--- src/rtl/cfo_pkg.sv ---
package cfo_pkg;

  // Fill level picked by the 2-bit code: 0 -> 1, otherwise code * depth/4.
  function automatic int unsigned trig_level(input logic [1:0] code,
                                             input int unsigned depth);
    if (code == 2'd0) return 1;
    return int'(code) * (depth / 4);
  endfunction

  // Count after one cycle of push/pop decisions.
  function automatic int unsigned next_count(input int unsigned cnt,
                                             input logic grow,
                                             input logic shrink,
                                             input logic wipe);
    if (wipe) return 0;
    if (grow && !shrink) return cnt + 1;
    if (shrink && !grow) return cnt - 1;
    return cnt;
  endfunction

endpackage

--- src/rtl/cfo_store.sv ---
module cfo_store #(
  parameter int DATA_W = 32,
  parameter int DEPTH  = 16
) (
  input  logic                       clk,
  input  logic                       rst_n,
  input  logic                       clr,
  input  logic                       push_valid,
  input  logic [DATA_W-1:0]          push_data,
  input  logic                       rd_en,
  output logic [DATA_W-1:0]          rd_word,
  output logic [$clog2(DEPTH+1)-1:0] cnt_q,
  output logic [$clog2(DEPTH+1)-1:0] cnt_nxt,
  output logic                       rd_ok,
  output logic                       undr_ev,
  output logic                       ovwr_ev
);
  import cfo_pkg::*;

  localparam int PTR_W = $clog2(DEPTH);
  localparam int CNT_W = $clog2(DEPTH+1);
  localparam logic [CNT_W-1:0] FULL_CNT = CNT_W'(DEPTH);

  logic [DATA_W-1:0] mem [DEPTH];
  logic [PTR_W-1:0]  wptr_q, rptr_q;
  logic              empty, full, wr_new;

  assign empty   = (cnt_q == '0);
  assign full    = (cnt_q == FULL_CNT);
  assign rd_ok   = rd_en && !empty && !clr;
  assign undr_ev = rd_en && empty && !clr;
  assign wr_new  = push_valid && !clr && (!full || rd_ok);
  assign ovwr_ev = push_valid && !clr && full && !rd_ok;
  assign rd_word = mem[rptr_q];
  assign cnt_nxt = CNT_W'(next_count(int'(cnt_q), wr_new, rd_ok, clr));

  always_ff @(posedge clk) begin
    if (wr_new)
      mem[wptr_q] <= push_data;
    else if (ovwr_ev)
      mem[PTR_W'(wptr_q - 1'b1)] <= push_data;
  end

  always_ff @(posedge clk or negedge rst_n) begin
    if (!rst_n) begin
      wptr_q <= '0;
      rptr_q <= '0;
      cnt_q  <= '0;
    end else begin
      cnt_q <= cnt_nxt;
      if (clr) begin
        wptr_q <= '0;
        rptr_q <= '0;
      end else begin
        if (wr_new) wptr_q <= PTR_W'(wptr_q + 1'b1);
        if (rd_ok)  rptr_q <= PTR_W'(rptr_q + 1'b1);
      end
    end
  end

  AST_CNT_IN_RANGE: assert property (@(posedge clk) disable iff (!rst_n)
    cnt_q <= FULL_CNT);
  AST_OVWR_KEEPS_FULL: assert property (@(posedge clk) disable iff (!rst_n)
    ovwr_ev |=> (cnt_q == FULL_CNT));
  AST_CLR_EMPTIES: assert property (@(posedge clk) disable iff (!rst_n)
    clr |=> (cnt_q == '0));
  AST_EMPTY_READ_NO_MOVE: assert property (@(posedge clk) disable iff (!rst_n)
    (undr_ev && !push_valid) |=> (cnt_q == '0));

endmodule

--- src/rtl/cfo_rdport.sv ---
module cfo_rdport #(
  parameter int DATA_W = 32
) (
  input  logic              clk,
  input  logic              rst_n,
  input  logic              rd_ok,
  input  logic              undr_ev,
  input  logic [DATA_W-1:0] rd_word,
  input  logic              chan_swap,
  input  logic              byte_swap,
  output logic [DATA_W-1:0] rd_data
);
  localparam int HALF_W = DATA_W / 2;
  localparam int NB_H   = HALF_W / 8;

  logic [DATA_W-1:0] halves_x, bytes_x, fmt_word, hold_q;

  assign halves_x = {rd_word[HALF_W-1:0], rd_word[DATA_W-1:HALF_W]};
  wire [DATA_W-1:0] stage1 = chan_swap ? halves_x : rd_word;

  for (genvar h = 0; h < 2; h++) begin : g_half
    for (genvar b = 0; b < NB_H; b++) begin : g_byte
      assign bytes_x[h*HALF_W + b*8 +: 8] = stage1[h*HALF_W + (NB_H-1-b)*8 +: 8];
    end
  end

  assign fmt_word = byte_swap ? bytes_x : stage1;

  always_ff @(posedge clk or negedge rst_n) begin
    if (!rst_n)     hold_q <= '0;
    else if (rd_ok) hold_q <= fmt_word;
  end

  assign rd_data = hold_q;

  AST_EMPTY_READ_HOLDS: assert property (@(posedge clk) disable iff (!rst_n)
    undr_ev |=> $stable(rd_data));
  AST_NO_READ_NO_CHANGE: assert property (@(posedge clk) disable iff (!rst_n)
    !rd_ok |=> $stable(rd_data));

endmodule

--- src/rtl/cfo_flags.sv ---
module cfo_flags #(
  parameter int DEPTH = 16
) (
  input  logic                       clk,
  input  logic                       rst_n,
  input  logic [$clog2(DEPTH+1)-1:0] cnt_q,
  input  logic [$clog2(DEPTH+1)-1:0] cnt_nxt,
  input  logic [1:0]                 trig_sel,
  input  logic                       undr_ev,
  input  logic                       ovwr_ev,
  input  logic                       full_flag_clr,
  input  logic                       undr_flag_clr,
  input  logic                       ovwr_flag_clr,
  input  logic                       full_irq_en,
  input  logic                       undr_irq_en,
  input  logic                       ovwr_irq_en,
  output logic                       full_flag,
  output logic                       undr_flag,
  output logic                       ovwr_flag,
  output logic                       irq
);
  import cfo_pkg::*;

  localparam int CNT_W = $clog2(DEPTH+1);

  logic [CNT_W-1:0] level;
  logic             full_hit;
  logic             full_q, undr_q, ovwr_q;

  assign level    = CNT_W'(trig_level(trig_sel, DEPTH));
  assign full_hit = (cnt_nxt >= level) && (cnt_q < level);

  always_ff @(posedge clk or negedge rst_n) begin
    if (!rst_n) begin
      full_q <= 1'b0;
      undr_q <= 1'b0;
      ovwr_q <= 1'b0;
    end else begin
      full_q <= (full_q && !full_flag_clr) || full_hit;
      undr_q <= (undr_q && !undr_flag_clr) || undr_ev;
      ovwr_q <= (ovwr_q && !ovwr_flag_clr) || ovwr_ev;
    end
  end

  assign full_flag = full_q;
  assign undr_flag = undr_q;
  assign ovwr_flag = ovwr_q;
  assign irq = (full_q && full_irq_en) || (undr_q && undr_irq_en) ||
               (ovwr_q && ovwr_irq_en);

  AST_UNDR_SETS: assert property (@(posedge clk) disable iff (!rst_n)
    undr_ev |=> undr_flag);
  AST_OVWR_SETS: assert property (@(posedge clk) disable iff (!rst_n)
    ovwr_ev |=> ovwr_flag);
  AST_FULL_RISE_AT_LEVEL: assert property (@(posedge clk) disable iff (!rst_n)
    $rose(full_flag) |-> (cnt_q >= level || $past(trig_sel) != trig_sel));
  AST_FLAG_CLR_DROPS: assert property (@(posedge clk) disable iff (!rst_n)
    (undr_flag_clr && !undr_ev) |=> !undr_flag);

endmodule

--- src/rtl/conv_out_fifo.sv ---
module conv_out_fifo #(
  parameter int DATA_W = 32,
  parameter int DEPTH  = 16
) (
  input  logic                       clk,
  input  logic                       rst_n,
  input  logic                       push_valid,
  input  logic [DATA_W-1:0]          push_data,
  input  logic                       rd_en,
  output logic [DATA_W-1:0]          rd_data,
  input  logic                       clr,
  input  logic [1:0]                 trig_sel,
  input  logic                       chan_swap,
  input  logic                       byte_swap,
  input  logic                       full_irq_en,
  input  logic                       undr_irq_en,
  input  logic                       ovwr_irq_en,
  input  logic                       full_flag_clr,
  input  logic                       undr_flag_clr,
  input  logic                       ovwr_flag_clr,
  output logic [$clog2(DEPTH+1)-1:0] fill_count,
  output logic                       full_flag,
  output logic                       undr_flag,
  output logic                       ovwr_flag,
  output logic                       irq
);
  localparam int CNT_W = $clog2(DEPTH+1);

  logic [DATA_W-1:0] rd_word;
  logic [CNT_W-1:0]  cnt_q, cnt_nxt;
  logic              rd_ok, undr_ev, ovwr_ev;

  cfo_store #(.DATA_W(DATA_W), .DEPTH(DEPTH)) u_store (
    .clk(clk), .rst_n(rst_n), .clr(clr), .push_valid(push_valid),
    .push_data(push_data), .rd_en(rd_en), .rd_word(rd_word),
    .cnt_q(cnt_q), .cnt_nxt(cnt_nxt), .rd_ok(rd_ok),
    .undr_ev(undr_ev), .ovwr_ev(ovwr_ev)
  );

  cfo_rdport #(.DATA_W(DATA_W)) u_rdport (
    .clk(clk), .rst_n(rst_n), .rd_ok(rd_ok), .undr_ev(undr_ev),
    .rd_word(rd_word), .chan_swap(chan_swap), .byte_swap(byte_swap),
    .rd_data(rd_data)
  );

  cfo_flags #(.DEPTH(DEPTH)) u_flags (
    .clk(clk), .rst_n(rst_n), .cnt_q(cnt_q), .cnt_nxt(cnt_nxt),
    .trig_sel(trig_sel), .undr_ev(undr_ev), .ovwr_ev(ovwr_ev),
    .full_flag_clr(full_flag_clr), .undr_flag_clr(undr_flag_clr),
    .ovwr_flag_clr(ovwr_flag_clr), .full_irq_en(full_irq_en),
    .undr_irq_en(undr_irq_en), .ovwr_irq_en(ovwr_irq_en),
    .full_flag(full_flag), .undr_flag(undr_flag), .ovwr_flag(ovwr_flag),
    .irq(irq)
  );

  assign fill_count = cnt_q;

  AST_READ_TAKES_ONE: assert property (@(posedge clk) disable iff (!rst_n)
    (rd_ok && !push_valid) |=> (fill_count == $past(fill_count) - 1'b1));
  AST_IRQ_NEEDS_FLAG: assert property (@(posedge clk) disable iff (!rst_n)
    irq |-> (full_flag || undr_flag || ovwr_flag));

endmodule

--- config.mk ---
export PLATFORM = sky130hd
export DESIGN_NAME = conv_out_fifo
export DESIGN_NICKNAME = d
export VERILOG_FILES = /design/src/rtl/cfo_pkg.sv /design/src/rtl/cfo_store.sv /design/src/rtl/cfo_rdport.sv /design/src/rtl/cfo_flags.sv /design/src/rtl/conv_out_fifo.sv
export SDC_FILE = /design/constraint.sdc
export NUM_CORES = 1
export LEC_CHECK = 0
export ABC_AREA = 1
export CORE_MARGIN = 5
export CORE_UTILIZATION = 25
export DETAILED_ROUTE_END_ITERATION = 12
export DONT_BUFFER_PORTS = 1
export GPL_ROUTABILITY_DRIVEN = 0
export HOLD_SLACK_MARGIN = 0.1
export SYNTH_ARGS = -nofsm -noshare
export SYNTH_HDL_FRONTEND = slang
export SYNTH_SLANG_ARGS = --single-unit
--- constraint.sdc ---
create_clock -name clk -period 8.6 [get_ports clk]
set_clock_uncertainty 0.05 [all_clocks]
set_input_delay 0.86 -clock clk [delete_from_list [all_inputs] [get_ports clk]]
set_output_delay 0.86 -clock clk [all_outputs]
set_load 0.05 [all_outputs]
After elaboration in Yosys (flattened, before gate mapping)
Memories as Yosys holds them, arrays and structs flattened.
Index checks and enable logic that the tools add are counted.
{ "word_totals": {"mem_bits_rw": 512, "n_memories": 1, "romBits": 0, "regBits": 48, "inputBits": 47, "latch_bits": 0} }
{ "memory_table": {"columns": ["name", "words", "word_bits", "read_ports", "rd_ports_with_merged_regs", "write_ports", "line", "text"], "rows": [
  ["u_store.mem", 16, 32, 1, 0, 1, "cfo_store.sv:24", "logic [DATA_W-1:0] mem [DEPTH];"]
]} }
{ "op_classes": {"reduce_logical": 36, "bitwise_logic": 0, "div_mod_pow": 0, "n_addsub": 5, "multipliers": 0, "n_mux": 28, "order_cmp": 2, "eq_ne": 1, "n_shift": 0} }
{ "op_table": {"columns": ["operator", "count"], "rows": [
  ["32-bit 2-to-1 mux", 3],
  ["32-bit OR reduction", 1],
  ["5-bit 2-to-1 mux", 6],
  ["4-bit 2-to-1 mux", 5],
  ["1-bit logical AND", 17],
  ["1-bit 2-to-1 mux", 14],
  ["4-bit by 1-bit adder with 4-bit output (second input constant)", 2],
  ["1-bit zero test", 8],
  ["1-bit logical OR", 6],
  ["5-bit by 1-bit adder with 5-bit output (second input constant)", 1],
  ["5-bit == test (second input constant)", 1],
  ["5-bit >= comparator", 1],
  ["5-bit zero test", 1],
  ["5-bit less-than comparator", 1],
  ["5-bit by 1-bit subtractor with 5-bit output (second input constant)", 1],
  ["2-bit nonzero test", 2],
  ["4-bit by 1-bit subtractor with 4-bit output (second input constant)", 1],
  ["2-bit zero test", 1]
]} }

Longest topological paths before layout
{ "depth": {"depth_word": 17, "ltp_mapped": 19} }

By module
Synthesis repeated with hierarchy kept, for this count alone.
{ "hier_totals": {"hier_cells": 1977, "hier_area_um2": 23451.2} }
{ "modules_own_cells": {"columns": ["module", "cells_each", "area_each_um2", "n_inst"], "rows": [
  ["cfo_store", 1648, 21069.0, 1],
  ["cfo_rdport", 280, 2068.2, 1],
  ["cfo_flags", 49, 314.1, 1]
]} }

Worst setup path before layout
OpenSTA, ideal clock, no wires.
{ "synth_path": {"path_type": "register to register", "start": "register u_store.cnt_q[0]", "end": "memory u_store.mem[0][0], enable pin", "n_path_buf": 0, "stages_incl_launch_ff": 13, "arrival_time_ps": 3399, "setup_ps": 421, "path_slack_ps": 4730, "cell_sequence": "dfrtp_1 inv_1 ha_1 nand3_4 nand2_4 inv_4 nor2_4 nand2_2 nor2_2 nand3_1 xor2_1 nand2_1 nor2_1"} }
{ "synth_between": {"elab_chain_len": 11, "elab_cells_between_ends": 19} }
{ "synth_rtl": {"columns": ["element", "line", "text"], "rows": [
  ["start, declared", "cfo_store.sv:12", "output logic [$clog2(DEPTH+1)-1:0] cnt_q,"],
  ["start signal, assigned", "cfo_store.sv:50", "cnt_q <= cnt_nxt;"],
  ["5-bit zero test", "cfo_store.sv:28", "assign empty = (cnt_q == '0);"],
  ["1-bit zero test", "cfo_store.sv:30", "assign rd_ok = rd_en && !empty && !clr;"],
  ["1-bit logical AND (2 in series)", "cfo_store.sv:30", null],
  ["1-bit zero test", "cfo_store.sv:33", "assign ovwr_ev = push_valid && !clr && full && !rd_ok;"],
  ["1-bit logical AND", "cfo_store.sv:33", null],
  ["1-bit 2-to-1 mux", "cfo_store.sv:40", "else if (ovwr_ev)"],
  ["1-bit 2-to-1 mux", "cfo_store.sv:38", "if (wr_new)"],
  ["1-bit 2-to-1 mux (implied by the code)", "cfo_store.sv:41", "mem[PTR_W'(wptr_q - 1'b1)] <= push_data;"],
  ["32-bit OR reduction (no line)", null, null],
  ["4-bit 2-to-1 mux (no line) / 1-bit 2-to-1 mux (equally long branches)", null, null],
  ["end, declared", "cfo_store.sv:24", null]
]} }
Parallel ways exist; a longest one is shown, timed or not.

Worst setup path after layout
{ "layout_path": {"start": "register u_store.cnt_q[0]", "end": "memory u_store.mem[2][6], enable pin"} }
Same word-level chain as after synthesis.

==> flow_metrics.py <==
metrics = {
    "yosys": {
        "synth_nets": 2040,
        "synthCells": 1982,
        "yosys.area.top_type": "edfxtp_1",
        "synth.avg_cell_area_um2": 11.7,
        "ys_ff_latch": 560,
        "ys_warn_count": 0,
        "async_flop_share": 0.0857,
        "ys_types": 36,
        "synth_top_area_frac": 0.664,
        "synth_edf_count": 512,
        "synthTopCellsByCount": "538 x nand2_1, 512 x edfxtp_1, 198 x nand3_1, 151 x nor2_1, 137 x o21ai_0",
        "yosysMostFrequentCell": "nand2_1",
        "synth-seq-area-share": 0.716,
        "synth_area_leaders": "edfxtp_1 66%, nand2_1 8.7%, dfrtp_1 5.2%",
        "synth_ff_type": "edfxtp_1",
        "syn_area_um2": 23200,
    },
    "setup_path": {
        "path_max_fanout": 36,
        "crit_path_start_kind": "register",
        "critical_path_arrival_ps": 4600,
        "critPathCaptureType": "register",
        "critPathRequiredTime_ps": 8820,
        "crit_type": "reg -> reg",
    },
    "power": {
        "power_mw": 6.59,
        "powerDensity_nw_per_um2": 250,
        "peakVddDrop_uv": 150,
        "leakage_nw": 9.08,
    },
    "job": {
        "drv_cap": 0,
    },
    "global_route": {
        "grt_first_pass_wirelength_mm": 90.6,
        "gr-total-overflow": 0,
        "grt_use_total": 0.121,
        "antenna_found_initial": 0,
        "grt_pass1_vias": 13700,
        "grt_max_degree": 97,
    },
    "sta": {
        "worst_slew_pin_slew_ps": 1200,
        "hold_viol_final": 0,
        "relSlewSlack": 0.196,
        "fin_crit_ps": 4380,
        "rsz0062_at_grt": "false",
        "tns_ps": 0,
        "setup_viol": 0,
        "drv_slew": 0,
        "fmax_mhz": 228,
        "finalCritPeriodShare": 0.509,
    },
    "clock_network": {
        "cts_tree": "yes",
        "h-tree-depth": 2,
        "cts_resized": 0,
        "cts_root_buffer": "clkbuf_16",
        "cts.sinks": 560,
        "cts_buffers": 59,
        "clkSlewWorstSetupHoldPaths_ps": 70,
        "insertion_delay_ps": 630,
        "cts_setup_buffers": 0,
        "clock_tree.buffer_depth": 3,
    },
    "finish": {
        "drive_gt1_frac": 0.0745,
        "nets": 2012,
        "diodes": 0,
        "nFillCells": 9244,
        "area_growth_pct": 13.9,
        "utilization": 0.287,
        "ff_latch_area_um2": 16600,
        "multi_input_area_um2": 5850,
        "layout.cells.non_filler": 3242,
    },
    "drt": {
        "drt_wl_total_mm": 61.9,
        "num_vias": 14800,
        "postRouteAntennaNets": 0,
        "drc": 0,
        "wl_per_cell_um": 19.1,
        "first_iter_violations": 1444,
        "vias_per_cell": 4.56,
        "dr.pass1.iters": 5,
    },
    "placement": {
        "hpwl_mm": 36.7,
        "placed_cells": 3134,
        "port_buffers": 0,
    },
    "floorplanning": {
        "io_pins": 88,
        "dieWidth_um": 314,
        "core.rowCount": 111,
        "fp.coreArea_um2": 91800,
        "start_util": 0.252,
        "dieHeight_um": 314,
        "dieArea_um2": 98800,
    },
    "min_path": {
        "min_path_type": "in -> reg",
    },
    "status": {
        "status": "finished clean",
    },
}
==> placed cells by master, fill, tap and decap left out, types with 2 or more instances in the layout <==
master     netlist  final
inv_1           64     63
nor2_2           4      4
inv_6            0      4
clkbuf_16        0     60
nor3_1           3      3
xor2_1           6      6
dfrtp_4          0      2
ha_1            11     11
dfrtp_1         48     45
buf_4           11     27
nand3_1        198    198
edfxtp_1       512    512
o21ai_0        137    137
o211ai_1        64     64
clkbuf_1        48     12
nor2_1         151    135
clkinv_2         0     10
a31oi_1         46     46
inv_2            4      4
clkinv_1         1     11
inv_8            0      2
nand2_1        538    538
nand4_1         21     21
bufinv_16        0      5
nor2_4           2     18
a21oi_1         39     39
nand2_2          3      3
==> per-stage QoR <==
stage | setup WS [ps] | hold slack (ps) | cell area [um2]
3_5_place_dp | 4280 | 516 | 24500
3_3_place_gp | 4400 | 516 | 24500
4_1_cts | 4240 | 235 | 26400
6_report | 4220 | 276 | 26400
5_1_grt | 4020 | 251 | 26400
2_1_floorplan | 4730 | 488 | 23200
==> flip-flops by register name, summed over array words and instances, names as in the netlist <==
| name | count |
|---|---|
| u_store.wptr_q | 4 |
| u_flags.ovwr_flag | 1 |
| u_flags.undr_flag | 1 |
| u_flags.full_flag | 1 |
| u_rdport.rd_data | 32 |
| u_store.rptr_q | 4 |
| u_store.cnt_q | 5 |
| u_store.mem | 512 |
==> critical path, cell delays in order, from the launching register on <==
cell     delay, ps
dfrtp_1        700
inv_1          210
ha_1           300
nand3_4        120
nand2_4        250
inv_4          420
nor2_4          50
nand2_2        130
nor2_2          50
nand3_1         80
xor2_1         320
nand2_1        310
nor2_4         580
buf_4          430
==> final cells by class <==
class	instances	share of cell area
clock buffer	72	0.0586
tap	1243	0.0590
inverter	70	0.0102
timing repair buffer	29	0.00911
clock inverter	34	0.0123
sequential	560	0.629
multi-input combinational	1234	0.222
==> cells by family after synthesis <==
family,synth area share
xor gates and xnor gates,0.00335
AOI/OAI and AO/OA,0.0734
buffers and inverters,0.0369
DFF,0.716
and+or+nand+nor,0.165
adders and majority gates,0.00594
==> metal layers <==
layer	global-route usage	routed length [um]	share of wire
met1	0.160	26000	0.42
met2	0.184	27500	0.44
met3	0.0415	6480	0.10
met4	0.0427	1960	0.032
met5	0	0	0
==> worst paths after layout <==
path / start / end / slack (ps) / cells past startpoint
setup / recovery: u_store.cnt_q[0] / u_store.mem[2][6] / 4220 / 13
hold / removal: push_data[23] / u_store.mem[1][23] / 280 / 0
setup reg to reg: u_store.cnt_q[0] / u_store.mem[2][6] / 4220 / 13
hold reg to reg: u_store.wptr_q[3] / u_store.wptr_q[3] / 580 / 2
max in group asynchronous: rst_n / u_store.rptr_q[1] / 7470 / 2
min in group asynchronous: rst_n / u_rdport.rd_data[27] / 780 / 2
==> power breakdown <==
group	internal [mW]	switching (mW)
combinational	0.187	0.462
clock	1.43	1.04
sequential	3.07	0.402
total	4.69	1.90
==> timing repair <==
item                                    in CTS  in global routing
hold buffers                                 2                  0
endpoints found under the setup margin       0                  0
endpoints found under the hold margin       48                  0
No activity file was read; power rests on OpenSTA's default activity.
